--- config.mk ---
export PLATFORM = sky130hd
export DESIGN_NAME = vtg_top
export DESIGN_NICKNAME = d
export VERILOG_FILES = /design/src/rtl/vtg_pkg.sv /design/src/rtl/vtg_cfg_latch.sv /design/src/rtl/vtg_counters.sv /design/src/rtl/vtg_decode.sv /design/src/rtl/vtg_top.sv
export SDC_FILE = /design/constraint.sdc
export NUM_CORES = 1
export LEC_CHECK = 0
export ABC_AREA = 1
export BUFFER_PORTS_ARGS = -buffer_cell sky130_fd_sc_hd__buf_2
export CORE_MARGIN = 5
export CORE_UTILIZATION = 50
export DETAILED_ROUTE_END_ITERATION = 7
export PLACE_DENSITY = 0.69
export SLEW_MARGIN = 5
export SYNTH_ARGS = -nofsm -noshare
export SYNTH_HDL_FRONTEND = slang
export SYNTH_HIERARCHICAL = 1
export SYNTH_SLANG_ARGS = --single-unit
--- constraint.sdc ---
create_clock -name clk -period 29.4 [get_ports clk]
set_input_delay 4.41 -clock clk [delete_from_list [all_inputs] [get_ports clk]]
set_output_delay 4.41 -clock clk [all_outputs]
set_load 0.005 [all_outputs]
--- src/rtl/vtg_pkg.sv ---
package vtg_pkg;

  localparam int T_W = 12;
  localparam int L_W = 9;
  localparam int X_W = 12;
  localparam int Y_W = 10;

  typedef struct packed {
    logic           pal;
    logic           il;
    logic           tall;
    logic [2:0]     hsel;
    logic [X_W-1:0] x1;
    logic [X_W-1:0] x2;
    logic [Y_W-1:0] y1;
    logic [Y_W-1:0] y2;
    logic [Y_W-1:0] dy;
  } vcfg_t;

  function automatic logic [3:0] div_lookup(input logic [2:0] idx);
    logic [3:0] d;
    case (idx)
      3'd0:    d = 4'd10;
      3'd1:    d = 4'd8;
      3'd2:    d = 4'd5;
      3'd3:    d = 4'd4;
      default: d = 4'd7;
    endcase
    return d;
  endfunction

  function automatic logic [X_W-1:0] div_by(input logic [X_W-1:0] v, input logic [3:0] d);
    logic [X_W-1:0] q;
    case (d)
      4'd10:   q = v / X_W'(10);
      4'd8:    q = v >> 3;
      4'd5:    q = v / X_W'(5);
      4'd4:    q = v >> 2;
      default: q = v / X_W'(7);
    endcase
    return q;
  endfunction

  function automatic logic [X_W-1:0] clamp_x(input logic [X_W-1:0] v, input logic [T_W-1:0] lim);
    return (v > X_W'(lim)) ? X_W'(lim) : v;
  endfunction

  function automatic logic [Y_W-1:0] clamp_y(input logic [Y_W-1:0] v, input logic [L_W-1:0] lim);
    return (v > Y_W'(lim)) ? Y_W'(lim) : v;
  endfunction

  function automatic logic parity_of_sum(input logic [Y_W-1:0] a, input logic [Y_W-1:0] b);
    logic [Y_W-1:0] s;
    s = a + b;
    return s[0];
  endfunction

endpackage

--- src/rtl/vtg_cfg_latch.sv ---
module vtg_cfg_latch
  import vtg_pkg::*;
(
  input  logic  clk,
  input  logic  rst_n,
  input  logic  load,
  input  vcfg_t cfg_in,
  output vcfg_t cfg_q
);

  localparam vcfg_t CFG_RESET = '{
    pal:  1'b0,
    il:   1'b0,
    tall: 1'b0,
    hsel: 3'd0,
    x1:   X_W'(608),
    x2:   X_W'(3168),
    y1:   Y_W'(16),
    y2:   Y_W'(255),
    dy:   '0
  };

  always_ff @(posedge clk or negedge rst_n) begin
    if (!rst_n) begin
      cfg_q <= CFG_RESET;
    end else if (load) begin
      cfg_q <= cfg_in;
    end
  end

endmodule

--- src/rtl/vtg_counters.sv ---
module vtg_counters
  import vtg_pkg::*;
(
  input  logic           clk,
  input  logic           rst_n,
  input  logic           tick_en,
  input  logic [T_W-1:0] htot,
  input  logic [L_W-1:0] vtot,
  input  logic           il,
  output logic [T_W-1:0] tick,
  output logic [L_W-1:0] line,
  output logic           field,
  output logic           line_wrap,
  output logic           frame_wrap
);

  logic [T_W:0] tick_inc;
  logic [L_W:0] line_inc;

  always_comb begin
    tick_inc   = (T_W+1)'(tick) + (T_W+1)'(1);
    line_inc   = (L_W+1)'(line) + (L_W+1)'(1);
    line_wrap  = tick_en && (tick_inc >= (T_W+1)'(htot));
    frame_wrap = line_wrap && (line_inc >= (L_W+1)'(vtot));
  end

  always_ff @(posedge clk or negedge rst_n) begin
    if (!rst_n) begin
      tick  <= '0;
      line  <= '0;
      field <= 1'b0;
    end else if (tick_en) begin
      if (line_wrap) begin
        tick <= '0;
        if (frame_wrap) begin
          if (il) begin
            field <= ~field;
            line  <= field ? L_W'(1) : L_W'(0);
          end else begin
            field <= 1'b0;
            line  <= '0;
          end
        end else begin
          line <= line_inc[L_W-1:0];
        end
      end else begin
        tick <= tick_inc[T_W-1:0];
      end
    end
  end

endmodule

--- src/rtl/vtg_decode.sv ---
module vtg_decode
  import vtg_pkg::*;
(
  input  vcfg_t          cfg,
  input  logic [T_W-1:0] htot,
  input  logic [L_W-1:0] vtot,
  input  logic [T_W-1:0] tick,
  input  logic [L_W-1:0] line,
  input  logic           field,
  output logic           hblank,
  output logic           vblank,
  output logic           even_line,
  output logic [3:0]     dot_div,
  output logic [X_W-1:0] vis_width,
  output logic [Y_W:0]   vis_height
);

  logic [X_W-1:0] hs, he, span_x, quo;
  logic [Y_W-1:0] vs, ve, span_y;
  logic           mode_480i;

  always_comb begin
    hs = clamp_x(cfg.x1, htot);
    he = clamp_x(cfg.x2, htot);
    vs = clamp_y(cfg.y1, vtot);
    ve = clamp_y(cfg.y2, vtot);

    hblank = (X_W'(tick) < hs) || (X_W'(tick) >= he);
    vblank = (Y_W'(line) < vs) || (Y_W'(line) >= ve);

    dot_div = div_lookup(cfg.hsel);
    span_x  = (he > hs) ? (he - hs) : '0;
    quo     = div_by(span_x, dot_div);
    vis_width = (quo == '0) ? X_W'(1) : quo;

    mode_480i  = cfg.il && cfg.tall;
    span_y     = (ve > vs) ? (ve - vs) : '0;
    vis_height = mode_480i ? {span_y, 1'b0} : {1'b0, span_y};

    even_line = mode_480i ? parity_of_sum(cfg.dy, Y_W'(~field))
                          : parity_of_sum(cfg.dy, Y_W'(line));
  end

endmodule

--- src/rtl/vtg_top.sv ---
module vtg_top
  import vtg_pkg::*;
#(
  parameter int PAL_LINES  = 314,
  parameter int PAL_TICKS  = 3406,
  parameter int NTSC_LINES = 263,
  parameter int NTSC_TICKS = 3413
) (
  input  logic           clk,
  input  logic           rst_n,
  input  logic           tick_en,
  input  logic           region_sel,
  input  logic           interlace,
  input  logic           tall_mode,
  input  logic [1:0]     hres_lo,
  input  logic           hres_hi,
  input  logic [11:0]    h_start,
  input  logic [11:0]    h_end,
  input  logic [9:0]     v_start,
  input  logic [9:0]     v_end,
  input  logic [9:0]     disp_y,
  output logic [11:0]    tick_cnt,
  output logic [8:0]     line_cnt,
  output logic           field,
  output logic           hblank,
  output logic           vblank,
  output logic           hblank_pulse,
  output logic           vblank_irq,
  output logic           timer_gate,
  output logic           even_line,
  output logic [3:0]     dot_div,
  output logic [11:0]    vis_width,
  output logic [10:0]    vis_height
);

  vcfg_t          cfg_in, cfg_q;
  logic [T_W-1:0] htot;
  logic [L_W-1:0] vtot;
  logic           line_wrap, frame_wrap;
  logic           cfg_il;
  logic           hb_q, vb_q;

  always_comb begin
    cfg_in.pal  = region_sel;
    cfg_in.il   = interlace;
    cfg_in.tall = tall_mode;
    cfg_in.hsel = {hres_hi, hres_lo};
    cfg_in.x1   = h_start;
    cfg_in.x2   = h_end;
    cfg_in.y1   = v_start;
    cfg_in.y2   = v_end;
    cfg_in.dy   = disp_y;
  end

  assign htot   = cfg_q.pal ? T_W'(PAL_TICKS) : T_W'(NTSC_TICKS);
  assign vtot   = cfg_q.pal ? L_W'(PAL_LINES) : L_W'(NTSC_LINES);
  assign cfg_il = cfg_q.il;

  vtg_cfg_latch u_cfg (
    .clk    (clk),
    .rst_n  (rst_n),
    .load   (line_wrap),
    .cfg_in (cfg_in),
    .cfg_q  (cfg_q)
  );

  vtg_counters u_cnt (
    .clk        (clk),
    .rst_n      (rst_n),
    .tick_en    (tick_en),
    .htot       (htot),
    .vtot       (vtot),
    .il         (cfg_q.il),
    .tick       (tick_cnt),
    .line       (line_cnt),
    .field      (field),
    .line_wrap  (line_wrap),
    .frame_wrap (frame_wrap)
  );

  vtg_decode u_dec (
    .cfg        (cfg_q),
    .htot       (htot),
    .vtot       (vtot),
    .tick       (tick_cnt),
    .line       (line_cnt),
    .field      (field),
    .hblank     (hblank),
    .vblank     (vblank),
    .even_line  (even_line),
    .dot_div    (dot_div),
    .vis_width  (vis_width),
    .vis_height (vis_height)
  );

  always_ff @(posedge clk or negedge rst_n) begin
    if (!rst_n) begin
      hb_q <= 1'b1;
      vb_q <= 1'b1;
    end else begin
      hb_q <= hblank;
      vb_q <= vblank;
    end
  end

  assign hblank_pulse = hblank && !hb_q;
  assign vblank_irq   = vblank && !vb_q;
  assign timer_gate   = vblank;

endmodule

# == Yosys cells after proc, flatten, opt, wreduce, memory -nomap -nowiden ==
# Index checks and enable logic that the tools add are counted.
# op_classes
addsub,6
n_div,3
magnitude_cmp,12
eq_ne,7
mux,18
n_bitwise,2
n_reduce_logical,13
# ops
op,n
two-way mux 12 bit,5
case mux 12 bit (4 select lines),1
> comparator 12 bit,3
two-way mux 10 bit,3
"divider 12 x 3 -> 12 bit, second input constant",2
> comparator 10 x 9 -> 1 bit,2
two-way mux 9 bit,2
case mux 4 bit (4 select lines),1
"adder 12 x 1 -> 13 bit, second input constant",1
greater-or-equal comparator 13 x 12 -> 1 bit,1
"divider 12 x 4 -> 12 bit, second input constant",1
greater-or-equal comparator 12 bit,1
zero test 12 bit,1
less-than comparator 12 bit,1
subtractor 12 bit,1
two-way mux 11 bit,1
"adder 9 x 1 -> 10 bit, second input constant",1
greater-or-equal comparator 10 x 9 -> 1 bit,1
greater-or-equal comparator 9 x 10 -> 1 bit,1
> comparator 10 bit,1
less-than comparator 9 x 10 -> 1 bit,1
subtractor 10 bit,1
"equality test 4 x 3 -> 1 bit, second input constant",2
"equality test 4 bit, second input constant",2
other kinds (13),24
# word_totals
reg_bits,75
input_bits,63
output_inout_bits,55
wordCells,75

# == Logic depth before layout (Yosys ltp) ==
# depth
depth_word,9
depth_mapped,127

# == By module ==
# The synthesis kept the hierarchy.
# by_module_without_submodules
module,instances,cells_each,area_each_um2,seq_area_each_um2
vtg_decode,1,1245,6993.0,0.0
vtg_cfg_latch,1,254,2349.8,1521.5
vtg_counters,1,265,1938.1,550.5
vtg_top,1,10,91.3,52.6

# == Least setup slack after synthesis ==
# No wires, ideal clock.
# synth_timing
path_kind,reg-to-output
from,register u_cfg/cfg_q[59] (netlist name)
to,output vis_width[0]
t_arrival_ps,16801
setup_slack_ps,8189
stages_incl_launch_ff,119
cell_sequence,dfrtp_1 -> inv_1 -> inv_1 -> ha_1 -> nand4_1 -> nor2_4 -> nand2_1 -> nand3_2 -> nand2_2 -> buf_4 -> o21ai_0 -> ha_1 -> inv_1 -> ha_1 -> inv_1 -> nand2_2 -> a21oi_2 -> nor2_2 -> [83 not listed] -> ha_1 -> a21oi_1 -> o21ai_0 -> nor2_1 -> nand3_4 -> nor2_4 -> nand3_4 -> o21ai_0 -> ha_1 -> a21boi_0 -> o21ai_0 -> nand2_1 -> a221oi_1 -> nand2_1 -> nor2_1 -> nand4_1 -> nand2_1 -> nand3_1
# synth_via
elab_chain_cells,9
# synth_lines
item,line_no,text
two-way mux 5 bit (*),vtg_top.sv:55,assign htot = cfg_q.pal ? T_W'(PAL_TICKS) : T_W'(NTSC_TICKS);
via htot[0],vtg_top.sv:37,logic [T_W-1:0] htot;
> comparator 12 bit,vtg_pkg.sv:45,return (v > X_W'(lim)) ? X_W'(lim) : v;
two-way mux 12 bit,vtg_pkg.sv:45,
subtractor 12 bit / > comparator 12 bit (equally long branches),vtg_decode.sv:32,span_x = (he > hs) ? (he - hs) : '0;
two-way mux 12 bit (*),vtg_decode.sv:32,
divider 12 x 3 -> 12 bit (tied with other cells),vtg_pkg.sv:39,default: q = v / X_W'(7);
case mux 12 bit (4 select lines) (*),vtg_pkg.sv:34,case (d)
zero test 12 bit,vtg_decode.sv:34,vis_width = (quo == '0) ? X_W'(1) : quo;
two-way mux 12 bit (*),vtg_decode.sv:34,
to (decl),vtg_top.sv:32,"output logic [11:0] vis_width,"
# The timed path passes the listed nets; every way through them passes the cells marked *.

# == Worst setup path in the final report ==
# layout_timing
from,register u_cfg/cfg_q[59] (netlist name)
to,output vis_width[0]
# layout_via
elab_chain_cells,9
# layout_lines
item,line_no
two-way mux 5 bit (*),vtg_top.sv:55
via htot[0],vtg_top.sv:37
> comparator 12 bit,vtg_pkg.sv:45
two-way mux 12 bit,vtg_pkg.sv:45
subtractor 12 bit / > comparator 12 bit (equally long branches),vtg_decode.sv:32
two-way mux 12 bit (*),vtg_decode.sv:32
divider 12 x 3 -> 12 bit (tied with other cells),vtg_pkg.sv:39
case mux 12 bit (4 select lines) (*),vtg_pkg.sv:34
zero test 12 bit,vtg_decode.sv:34
two-way mux 12 bit (*),vtg_decode.sv:34
# Marks and branches as above.

==> impl_metrics.tcl <==
set metrics [dict create \
    die_area_sq_um 25160 \
    root_buffer "clkbuf_16" \
    core_sq_um 21760 \
    portBuffers 106 \
    dr_total_vias 10980 \
    fin_crit_ps 24910 \
    ant_nets 0 \
    avgSynthCellArea_sq_um 6.357 \
    fin_skew_ps 10.30 \
    grt_pass1_vias 10370 \
    dp.cells 2140 \
    die_w_microns 158.6 \
    routed_wirelength_microns 28680 \
    cp_common_cell "inv_1" \
    cpPeakStageDelay_ps 470 \
    area_delta_synth_final_pct 10.21 \
    clk_pin_slew_ps 60 \
    setup_viol 0 \
    finalNonFillerCells 2156 \
    timing_hold_violations_final 0 \
    clk_latency_ps 350 \
    max_freq_mhz 40.15 \
    status "completed" \
    pin_count 118 \
    rows 54 \
    relSlewSlack_pct 23.70 \
    h-tree-depth 3 \
    diodes 0 \
    drv_cap 0 \
    cts_buffers 9 \
    path_max_fanout 23 \
    fin_tns_setup_ps 0 \
    synth.yosys.warnings 6 \
    cp_slowest_cell "a21oi_1" \
    synth_area_sq_um 11040 \
    worstSetupStartpoint "u_cfg/cfg_q[59]$_DFFE_PN0P_" \
    start_util_pct 50.75 \
    clock_path_buffers 2 \
    die_y_microns 158.6 \
    grt_max_degree 76 \
    drc 0 \
    drive_above_1_share_pct 13.70 \
    drt_iter0_markers 625 \
    cp.required_ps 24990 \
    maxSlewViolCount 0 \
    rrSetupSlack_ps 24650 \
    rsz0062_at_grt "no" \
    finalCritPeriodShare_pct 84.73 \
    grt_pass1_wl_microns 48140 \
    criticalPathCategory "flop to output port" \
    hold_class "flop to flop" \
    place_hpwl_microns 23020 \
    endpoint_kind "output port" \
    cp.arrival_ps 20500 \
    r2r_start "u_cfg/cfg_q[59]$_DFFE_PN0P_" \
    drt_first_pass_iters 5 \
    cts.sinks 75 \
    cp-start-kind "flop" \
    postSynthCellCount 1737 \
    avgRoutedWirePerCell_microns 13.30 \
    cts_resized 0 \
    gp_congestion 0.8978 \
    nNetsFinal 2081 \
    track_usage_pct 23.27 \
    post_cts.repair.setup_buffers 0 \
    rr_worst_depth 22 \
    worstMarginPinSlew_ps 1145 \
    antenna_found_initial 0 \
    crit_end "vis_width[0]" \
    vias_per_cell 5.092 \
    final_util_pct 55.94 \
    cts_tree "built" \
    timing.rr.end "hb_q$_DFF_PN1_" \
    overflow 0 \
    ctsHoldBuffers 0 \
]
-- per-layer routing --
metal  part of all wire [%]  GRT usage, %
met1                     47         30.88
met2                     46         40.03
met3                    5.5         3.561
met4                    1.6         5.158
met5                      0             0
-- stage by stage --
stage / area (sq um) / worst slack, ps / hold slack, ps
floorplan: 11190 / 8189 / 441.4
global placement: 11870 / 5382 / 452.7
detailed placement: 11870 / 5120 / 459.2
CTS: 12170 / 4646 / 474.8
global route: 12170 / 2397 / 487.9
finish: 12170 / 4491 / 470.1
-- cell type report --
type	count	area (sq um)
Fill cell	2244	9587
Multi-Input combinational cell	1377	7923
Sequential cell	75	1899
Inverter	296	1119
Timing Repair Buffer	112	578.1
Tap cell	280	350.3
Clock buffer	10	229.0
Clock inverter	6	71.32
-- worst max-delay path: cells and delay by family, from the launching register on --
family | cells | cell delay, ps
adders and majority gates | 12 | 3390
DFF | 1 | 360
buffers and inverters | 23 | 2600
AOI/OAI and AO/OA | 32 | 6350
and+or+nand+nor | 51 | 7440
-- sequential cells by signal (all words and copies together), names as in the netlist --
name,cells
u_cfg/cfg_q,51
u_cnt/tick,12
u_cnt/line,9
hb_q,1
u_cnt/field,1
vb_q,1
-- worst min-delay path by stage --
| stage | cells after the start | slack (ps) | endpoint | start |
|---|---|---|---|---|
| floorplan | 2 | 440 | u_cfg/cfg_q[57]$_DFFE_PN0P_ | u_cfg/cfg_q[57]$_DFFE_PN0P_ |
| global placement | 2 | 450 | u_cfg/cfg_q[57]$_DFFE_PN0P_ | u_cfg/cfg_q[57]$_DFFE_PN0P_ |
| detailed placement | 2 | 460 | u_cfg/cfg_q[57]$_DFFE_PN0P_ | u_cfg/cfg_q[57]$_DFFE_PN0P_ |
| CTS | 2 | 470 | u_cfg/cfg_q[40]$_DFFE_PN1P_ | u_cfg/cfg_q[40]$_DFFE_PN1P_ |
| global route | 2 | 490 | u_cfg/cfg_q[40]$_DFFE_PN1P_ | u_cfg/cfg_q[40]$_DFFE_PN1P_ |
| finish | 2 | 470 | u_cfg/cfg_q[40]$_DFFE_PN1P_ | u_cfg/cfg_q[40]$_DFFE_PN1P_ |
-- placed cells by master (no fill, tap or decap), types with 5 or more instances in the layout --
cell       count
nand2_1      576
inv_1        279
ha_1         146
nor2_1       115
buf_2        105
nand3_1       98
o21ai_0       68
a21oi_1       66
dfrtp_1       57
conb_1        44
xor2_1        40
nand4_1       32
nand2_2       26
dfstp_2       18
inv_2         14
nand3_2       13
o21bai_1      13
nor2_2        11
o22ai_1       11
clkbuf_16      9
nor3_1         9
o21ai_1        9
or2_2          8
buf_4          7
nor2_4         6
nand2_4        6
xnor2_1        6
a21o_1         6
nand3_4        5
o21ai_2        5
a221oi_1       5
Power is left out: the tool's default activity adds up to more than one toggle a clock period on the data nets, which glitch-free logic cannot reach.
